**src/rtl/fed_pkg.sv**
```systemverilog
package fed_pkg;
  localparam int unsigned ERR_W_DEF = 16;
  localparam int unsigned CNT_W_DEF = 16;

  function automatic logic [ERR_W_DEF-1:0] mag_of(input logic [ERR_W_DEF-1:0] v);
    return v[ERR_W_DEF-1] ? (~v + ERR_W_DEF'(1)) : v;
  endfunction
endpackage

```
**src/rtl/fed_ref_sync.sv**
```systemverilog
module fed_ref_sync #(
  parameter int unsigned SYNC_N = 2
) (
  input  logic clk_i,
  input  logic rst_ni,
  input  logic ref_i,
  output logic rise_o
);
  localparam int unsigned SW = SYNC_N + 1;

  logic [SW-1:0] stg_q;

  generate
    if (SYNC_N < 2) begin : g_bad
      initial $error("fed_ref_sync: SYNC_N must be at least 2");
    end
  endgenerate

  always_ff @(posedge clk_i or negedge rst_ni) begin
    if (!rst_ni) stg_q <= '0;
    else         stg_q <= {stg_q[SW-2:0], ref_i};
  end

  assign rise_o = stg_q[SW-2] & ~stg_q[SW-1];

  assert_rise_single_R3: assert property (@(posedge clk_i) disable iff (!rst_ni)
    rise_o |=> !rise_o);
endmodule

```
**src/rtl/fed_period_meter.sv**
```systemverilog
module fed_period_meter #(
  parameter int unsigned CNT_W  = 16,
  parameter int unsigned ERR_W  = 16,
  parameter int unsigned EXP_LO = 3072,
  parameter int unsigned EXP_HI = 1536
) (
  input  logic             clk_i,
  input  logic             rst_ni,
  input  logic             rise_i,
  input  logic             sel_i,
  output logic [ERR_W-1:0] err_o,
  output logic             valid_o,
  output logic             missing_o,
  output logic             clear_o
);
  localparam logic [CNT_W-1:0] EXP_LO_C = CNT_W'(EXP_LO);
  localparam logic [CNT_W-1:0] EXP_HI_C = CNT_W'(EXP_HI);

  logic             sel_q, armed_q;
  logic [CNT_W-1:0] cnt_q, exp_cnt, limit;
  logic             sel_chg, miss_hit;

  assign exp_cnt  = sel_q ? EXP_HI_C : EXP_LO_C;
  assign limit    = {exp_cnt[CNT_W-2:0], 1'b0};
  assign sel_chg  = sel_i != sel_q;
  assign miss_hit = armed_q && !rise_i && (cnt_q == limit);
  assign clear_o  = sel_chg | miss_hit;

  always_ff @(posedge clk_i or negedge rst_ni) begin
    if (!rst_ni) begin
      sel_q     <= 1'b0;
      armed_q   <= 1'b0;
      cnt_q     <= '0;
      err_o     <= '0;
      valid_o   <= 1'b0;
      missing_o <= 1'b0;
    end else begin
      sel_q   <= sel_i;
      valid_o <= 1'b0;
      if (sel_chg) begin
        // period in progress is thrown away
        armed_q <= 1'b0;
        cnt_q   <= '0;
      end else if (rise_i) begin
        missing_o <= 1'b0;
        armed_q   <= 1'b1;
        cnt_q     <= CNT_W'(1);
        if (armed_q) begin
          valid_o <= 1'b1;
          err_o   <= ERR_W'(cnt_q) - ERR_W'(exp_cnt);
        end
      end else if (armed_q) begin
        if (cnt_q == limit) begin
          missing_o <= 1'b1;
          armed_q   <= 1'b0;
          cnt_q     <= '0;
        end else begin
          cnt_q <= cnt_q + CNT_W'(1);
        end
      end
    end
  end

  assert_valid_single_R3: assert property (@(posedge clk_i) disable iff (!rst_ni)
    valid_o |=> !valid_o);
  assert_cnt_bound_R6: assert property (@(posedge clk_i) disable iff (!rst_ni)
    cnt_q <= limit);
  assert_no_valid_missing_R6: assert property (@(posedge clk_i) disable iff (!rst_ni)
    missing_o |-> !valid_o);
  assert_sel_discard_R7: assert property (@(posedge clk_i) disable iff (!rst_ni)
    sel_chg |=> !valid_o);
endmodule

```
**src/rtl/fed_lock_judge.sv**
```systemverilog
module fed_lock_judge #(
  parameter int unsigned ERR_W    = 16,
  parameter int unsigned TOL      = 4,
  parameter int unsigned LOCK_IN  = 4,
  parameter int unsigned LOCK_OUT = 2
) (
  input  logic             clk_i,
  input  logic             rst_ni,
  input  logic             valid_i,
  input  logic [ERR_W-1:0] err_i,
  input  logic             clear_i,
  output logic             lock_o
);
  localparam int unsigned GW = $clog2(LOCK_IN + 1);
  localparam int unsigned BW = $clog2(LOCK_OUT + 1);

  logic [GW-1:0]    good_q;
  logic [BW-1:0]    bad_q;
  logic [ERR_W-1:0] mag;
  logic             in_win;

  assign mag    = err_i[ERR_W-1] ? (~err_i + ERR_W'(1)) : err_i;
  assign in_win = mag <= ERR_W'(TOL);

  always_ff @(posedge clk_i or negedge rst_ni) begin
    if (!rst_ni) begin
      lock_o <= 1'b0;
      good_q <= '0;
      bad_q  <= '0;
    end else if (clear_i) begin
      lock_o <= 1'b0;
      good_q <= '0;
      bad_q  <= '0;
    end else if (valid_i) begin
      if (in_win) begin
        bad_q <= '0;
        if (!lock_o) begin
          if (good_q + GW'(1) == GW'(LOCK_IN)) begin
            lock_o <= 1'b1;
            good_q <= '0;
          end else begin
            good_q <= good_q + GW'(1);
          end
        end
      end else begin
        good_q <= '0;
        if (lock_o) begin
          if (bad_q + BW'(1) == BW'(LOCK_OUT)) begin
            lock_o <= 1'b0;
            bad_q  <= '0;
          end else begin
            bad_q <= bad_q + BW'(1);
          end
        end
      end
    end
  end

  assert_clear_drops_lock_R6: assert property (@(posedge clk_i) disable iff (!rst_ni)
    clear_i |=> !lock_o);
  assert_lock_needs_valid_R4: assert property (@(posedge clk_i) disable iff (!rst_ni)
    $rose(lock_o) |-> $past(valid_i));
  assert_lock_in_window_R4: assert property (@(posedge clk_i) disable iff (!rst_ni)
    $rose(lock_o) |-> $past(in_win));
  assert_unlock_needs_valid_R5: assert property (@(posedge clk_i) disable iff (!rst_ni)
    ($fell(lock_o) && !$past(clear_i)) |-> ($past(valid_i) && !$past(in_win)));
endmodule

```
**src/rtl/freq_err_det.sv**
```systemverilog
module freq_err_det #(
  parameter int unsigned SYNC_N   = 2,
  parameter int unsigned CNT_W    = fed_pkg::CNT_W_DEF,
  parameter int unsigned ERR_W    = fed_pkg::ERR_W_DEF,
  parameter int unsigned EXP_LO   = 3072,
  parameter int unsigned EXP_HI   = 1536,
  parameter int unsigned TOL      = 4,
  parameter int unsigned LOCK_IN  = 4,
  parameter int unsigned LOCK_OUT = 2
) (
  input  logic             clk_i,
  input  logic             rst_ni,
  input  logic             ref_i,
  input  logic             sel_i,
  output logic [ERR_W-1:0] err_o,
  output logic             valid_o,
  output logic             lock_o,
  output logic             missing_o
);
  logic rise, clear;

  fed_ref_sync #(.SYNC_N(SYNC_N)) u_sync (
    .clk_i(clk_i), .rst_ni(rst_ni), .ref_i(ref_i), .rise_o(rise)
  );

  fed_period_meter #(
    .CNT_W(CNT_W), .ERR_W(ERR_W), .EXP_LO(EXP_LO), .EXP_HI(EXP_HI)
  ) u_meter (
    .clk_i(clk_i), .rst_ni(rst_ni), .rise_i(rise), .sel_i(sel_i),
    .err_o(err_o), .valid_o(valid_o), .missing_o(missing_o), .clear_o(clear)
  );

  fed_lock_judge #(
    .ERR_W(ERR_W), .TOL(TOL), .LOCK_IN(LOCK_IN), .LOCK_OUT(LOCK_OUT)
  ) u_judge (
    .clk_i(clk_i), .rst_ni(rst_ni), .valid_i(valid_o), .err_i(err_o),
    .clear_i(clear), .lock_o(lock_o)
  );

  assert_missing_unlocks_R6: assert property (@(posedge clk_i) disable iff (!rst_ni)
    $rose(missing_o) |-> !lock_o);
endmodule

```
**config.mk**
```make
export PLATFORM = sky130hd
export DESIGN_NAME = freq_err_det
export DESIGN_NICKNAME = d
export VERILOG_FILES = /design/src/rtl/fed_pkg.sv /design/src/rtl/fed_ref_sync.sv /design/src/rtl/fed_period_meter.sv /design/src/rtl/fed_lock_judge.sv /design/src/rtl/freq_err_det.sv
export SDC_FILE = /design/constraint.sdc
export NUM_CORES = 1
export LEC_CHECK = 0
export CORE_AREA = 2 2 69 71
export DETAILED_ROUTE_END_ITERATION = 10
export DIE_AREA = 0 0 71 73
export PLACE_DENSITY = 0.8
export SLEW_MARGIN = 40
export SYNTH_ARGS = -nofsm -noshare
export SYNTH_HDL_FRONTEND = slang
export SYNTH_SLANG_ARGS = --single-unit
```
**constraint.sdc**
```tcl
create_clock -name clk_i -period 2.4 [get_ports clk_i]
set_input_delay 0.24 -clock clk_i [delete_from_list [all_inputs] [get_ports clk_i]]
set_output_delay 0.24 -clock clk_i [all_outputs]
set_load 0.01 [all_outputs]
```
After elaboration in Yosys (flattened, before gate mapping)
Index checks and enable logic that the tools add are counted.
{"block": "totals", "input_bits": 4, "ff_bits": 45, "output_inout_bits": 19}
{"block": "op_classes", "order_cmp": 1, "addsub": 5, "n_bitwise": 5, "n_reduce_logical": 12, "eq_ne": 5, "muxes": 33}
{"operator": "2-to-1 mux 16 bit", "count": 5}
{"operator": "adder 16 x 1 -> 16 bit, second input constant", "count": 2}
{"operator": "2-to-1 mux 1 bit", "count": 17}
{"operator": "equality test 16 bit", "count": 1}
{"operator": "less-or-equal comparator 16 x 3 -> 1 bit, second input constant", "count": 1}
{"operator": "inverter 16 bit", "count": 1}
{"operator": "subtractor 16 bit", "count": 1}
{"operator": "2-to-1 mux 3 bit", "count": 5}
{"operator": "2-to-1 mux 12 bit", "count": 1}
{"operator": "2-to-1 mux 2 bit", "count": 5}
{"operator": "AND reduction 3 bit", "count": 2}
{"operator": "nonzero test 2 bit", "count": 3}
{"operator": "nonzero test 3 bit", "count": 2}
{"operator": "AND reduction 2 bit", "count": 2}
{"operator": "adder 3 x 1 -> 3 bit, second input constant", "count": 1}
{"operator": "equality test 3 bit, second input constant", "count": 1}
{"operator": "!= test 3 bit, second input constant", "count": 1}
{"operator": "adder 2 x 1 -> 2 bit, second input constant", "count": 1}
{"operator": "equality test 2 bit, second input constant", "count": 1}
{"operator": "logical AND 1 bit", "count": 2}
{"operator": "inverter 1 bit", "count": 2}
{"operator": "bitwise AND 1 bit", "count": 1}
{"operator": "logical NOT 1 bit", "count": 1}
{"operator": "!= test 1 bit", "count": 1}
{"operator": "bitwise OR 1 bit", "count": 1}

Longest topological paths before layout
{"block": "logic_depth", "depth_word": 8, "mapped_depth": 9}

By module
Synthesis repeated with hierarchy kept, for this count alone.
{"block": "unflattened", "hier_cells": 293, "area_unflattened_um2": 2676.3}
{"mod": "fed_period_meter", "cells_each": 175, "area_per_inst_um2": 1788.0, "n_inst": 1}
{"mod": "fed_lock_judge", "cells_each": 114, "area_per_inst_um2": 799.5, "n_inst": 1}
{"mod": "fed_ref_sync", "cells_each": 4, "area_per_inst_um2": 88.8, "n_inst": 1}

Worst setup path before layout
OpenSTA, ideal clock, no wires.
{"block": "synth_path", "path_kind": "register to register", "start": "register u_meter.err_o[0]", "end": "register u_judge.good_q[2]", "setup_ps": 118, "stages_incl_launch_ff": 7, "path_slack_ps": 210, "arrival_time_ps": 2071, "required_time_ps": 2282, "path_cell_list": "dfrtp_1 or4_4 nor3_1 mux2_2 o211ai_2 o32ai_1 and2b_1"}
{"block": "synth_via", "elab_chain_len": 7, "elab_cells_between_ends": 9}
{"item": "start, declared", "line_no": "fed_period_meter.sv:11", "source": "output logic [ERR_W-1:0] err_o,"}
{"item": "start signal, assigned", "line_no": "fed_period_meter.sv:50", "source": "err_o <= ERR_W'(cnt_q) - ERR_W'(exp_cnt);"}
{"item": "inverter 16 bit", "line_no": "fed_lock_judge.sv:22", "source": "assign mag = err_i[ERR_W-1] ? (~err_i + ERR_W'(1)) : err_i;"}
{"item": "adder 16 x 1 -> 16 bit", "line_no": "fed_lock_judge.sv:22"}
{"item": "2-to-1 mux 16 bit *", "line_no": "fed_lock_judge.sv:22"}
{"item": "less-or-equal comparator 16 x 3 -> 1 bit *", "line_no": "fed_lock_judge.sv:23", "source": "assign in_win = mag <= ERR_W'(TOL);"}
{"item": "2-to-1 mux 3 bit", "line_no": "fed_lock_judge.sv:35", "source": "if (in_win) begin"}
{"item": "2-to-1 mux 3 bit", "line_no": "fed_lock_judge.sv:34", "source": "end else if (valid_i) begin"}
{"item": "2-to-1 mux 3 bit", "line_no": "fed_lock_judge.sv:30", "source": "end else if (clear_i) begin"}
{"item": "end signal, assigned", "line_no": "fed_lock_judge.sv:42", "source": "good_q <= good_q + GW'(1);"}
{"item": "end, declared", "line_no": "fed_lock_judge.sv:17", "source": "logic [GW-1:0] good_q;"}
Mark *: on every way between the ends. The rest lies on a longest branch, timed or not. The select of a mux whose other input is x is not followed.
A chain may end at the register's enable or synchronous reset.

Final worst setup path
Ends and elaborated chain as after synthesis.

==> metrics.cfg <==
[routing]
vias = 2015
wire_per_inst_um = 14.40
initialDrtViolationCount = 107
vias_per_cell = 5.774
routed_wl_mm = 5.025
drt_pass1_iterations = 5
ant_nets = 0
drc = 0

[power_and_ir_drop]
power_density_mw_per_mm2 = 668.4
ir_drop_mv = 0.6131
power.leakage_nw = 1.246

[clock_network]
cts_tree = yes
clk_latency_ns = 0.29
numCtsBuffers = 5
path_clk_slew_ns = 0.08
cts_max_path_buffers = 2
clock-sinks = 45
htreeDepth = 2
cts_root_buf = clkbuf_8
postCtsSetupBuffers = 0

[layout]
n_antenna_cell = 0
area_growth_pct = 17.56
drive_above_1_share_pct = 9.831
final_cell_mix = dfrtp_1 (45), nand2_1 (29), nor2_1 (27), clkdlybuf4s50_1 (21), o21ai_0 (19)
layout_commonest_cell = dfrtp_1
final_core_util_pct = 63.17
register_area_mm2 = 0.001126
nets = 305
multi_input_area_mm2 = 0.001244
finalNonFillerCells = 349
fillers = 379

[setup_path]
cp.required_ns = 2.64
path_class = flip-flop to flip-flop
arrival_ns = 2.53
path_cells = or4_4 -> or3_4 -> a22oi_2 -> o211ai_4 -> o32ai_1 -> and2b_1
critPathSlowestCell = or4_4
r2r_cells = 6
critPathMaxFanout = 6
worst_setup_path_start_kind = flip-flop
endpoint_kind = flip-flop
cpPeakStageDelay_ns = 0.58

[floorplanning]
die_h_um = 73
num_io_pins = 23
die_x_um = 71
initial_core_util_pct = 53.74
core-area_mm2 = 0.004536
floorplan.rows = 25
fp.dieArea_mm2 = 0.005183

[logic_synthesis]
seq_area_frac_synth_pct = 46.20
synthCells = 268
synth_edf_count = 0
ys.flop_type = dfrtp_1
yosys_warnings = 0
synth.distinct_cells = 44
avgSynthCellArea_um2 = 9.095
async_flop_share_pct = 100.0
synth_nets = 279
synth_area_mm2 = 0.002437
ys_seq_elements = 45

[timing]
setup_viol = 0
period_minus_slack_ns = 2.285
setup_tns_ns = 0
timing.final.crit_share_pct = 95.22
worst_pin_slew_ns = 0.5354
drv_slew = 0
worst_slack_ns = 0.1147
rsz0062_at_grt = no
finClkSkew_ns = 0.006215
fmax_ghz = 0.4376
slew_headroom_pct = 63.98
hold_viol = 0

[run]
max_cap_violations = 0

[global_route]
antenna_found_initial = 0
grt_pass1_vias = 1897
grt_overflow_total = 0
grt_max_degree = 26
grt_usage_pct = 20.70
grt_first_pass_wirelength_mm = 8.480

[place]
hpwlAfterDp_mm = 3.646
dp_slack_ns = 0.04907
gp_congestion = 0.8087
placedCellCount = 340
port_buffers = 22

[hold_path]
hold-path-cell-count = 0
hold_path_class = flip-flop to flip-flop

[run_status]
status = finished clean

==> layer usage <==
metal | up-vias | wire length (um) | global-route usage (%)
met5 | - | 0 | 0
met2 | 40 | 2382 | 33.64
met3 | 10 | 199 | 4.558
met4 | 0 | 80 | 7.757
li1 | 1004 | - | -
met1 | 961 | 2363 | 27.35
==> layout make-up <==
class | count | share of cell area (%)
multi-input cells | 202 | 43.41
clock buffers | 7 | 3.013
inverters | 11 | 1.441
clock inverters | 1 | 1.048
repair buffers | 29 | 9.432
well taps | 54 | 2.358
flip-flops and latches | 45 | 39.30
==> what timing repair did <==
| action | 4_1_cts | 5_1_grt |
|---|---|---|
| hold buffers | 1 | 0 |
| endpoints found under the hold margin | 24 | 0 |
| endpoints found under the setup margin | 0 | 3 |
| gates resized for setup | 0 | 2 |
==> synth_stat cells, types with 2 or more instances <==
master     instances  area (um^2)
dfrtp_1           45         1126
nand2_1           29        108.9
nor2_1            27        101.4
o21ai_0           19        95.09
o21ai_1           15        75.07
nand3_1           12        60.06
inv_1             11        41.29
a21oi_1            9        45.04
clkbuf_1           8        30.03
ha_1               7        87.58
mux2_2             7        78.83
xor2_1             7        61.31
nand2b_1           6        37.54
nor2b_1            6        37.54
nor4_1             6        37.54
a31oi_1            5        31.28
xnor2_1            5        43.79
nand4_1            4        25.02
a211oi_1           3        22.52
and3_1             3        18.77
nor3_1             3        15.01
o31ai_1            3        22.52
a211o_1            2        17.52
and2_1             2        12.51
buf_2              2        10.01
o2111ai_1          2        17.52
o22ai_1            2        12.51
or4_4              2        22.52
==> state kept, by name (all words and copies together), names as in the netlist, 2 cells and up <==
register        flops
u_sync.stg_q        3
u_meter.cnt_q      16
u_meter.err_o      16
u_judge.bad_q       2
u_judge.good_q      3
==> critical path: cells and delay by family, from the launching register on <==
kind | cells | cell delay, ns
AND/OR/NAND/NOR | 3 | 1.13
AO/OA/AOI/OAI | 3 | 0.67
flip-flops | 1 | 0.42
==> through the flow <==
step	total power, mW	area (um^2)	hold WS (ns)
finish	1.915	2865	0.3525
global route	2.013	2865	0.3685
CTS	1.915	2851	0.3558
detailed placement	1.328	2725	0.2597
global placement	1.317	2725	0.2563
floorplan	1.143	2437	-0.05559
==> cell families after synthesis <==
logic type | Yosys count | synth area share [%]
multiplexers | 7 | 3.234
XOR/XNOR | 12 | 4.312
flip-flops | 45 | 46.20
AO/OA/AOI/OAI | 69 | 17.35
AND/OR/NAND/NOR | 107 | 21.97
adder cells (fa/ha/maj) | 7 | 3.593
buffers and inverters | 21 | 3.337
==> worst paths after layout <==
kind	startpoint	slack, ns	endpoint
worst max-delay path	u_meter.err_o[0]$_DFFE_PN0P_	0.11	u_judge.good_q[2]$_DFFE_PN0P_
worst min-delay path	u_sync.stg_q[0]$_DFF_PN0_	0.35	u_sync.stg_q[1]$_DFF_PN0_
worst max register to register	u_meter.err_o[0]$_DFFE_PN0P_	0.11	u_judge.good_q[2]$_DFFE_PN0P_
worst min register to register	u_sync.stg_q[0]$_DFF_PN0_	0.35	u_sync.stg_q[1]$_DFF_PN0_
max in group asynchronous	rst_ni	1.26	u_meter.cnt_q[8]$_DFFE_PN0P_
min in group asynchronous	rst_ni	0.46	u_meter.cnt_q[14]$_DFFE_PN0P_
==> where the power goes <==
part	switching [mW]	total, mW	leakage [nW]	internal [mW]
sequential	0.0904	0.908	0.602	0.818
clock	0.248	0.588	0.0585	0.339
combinational	0.211	0.420	0.586	0.209
total	0.549	1.92	1.25	1.37
Power figures use the tool's default switching activity.
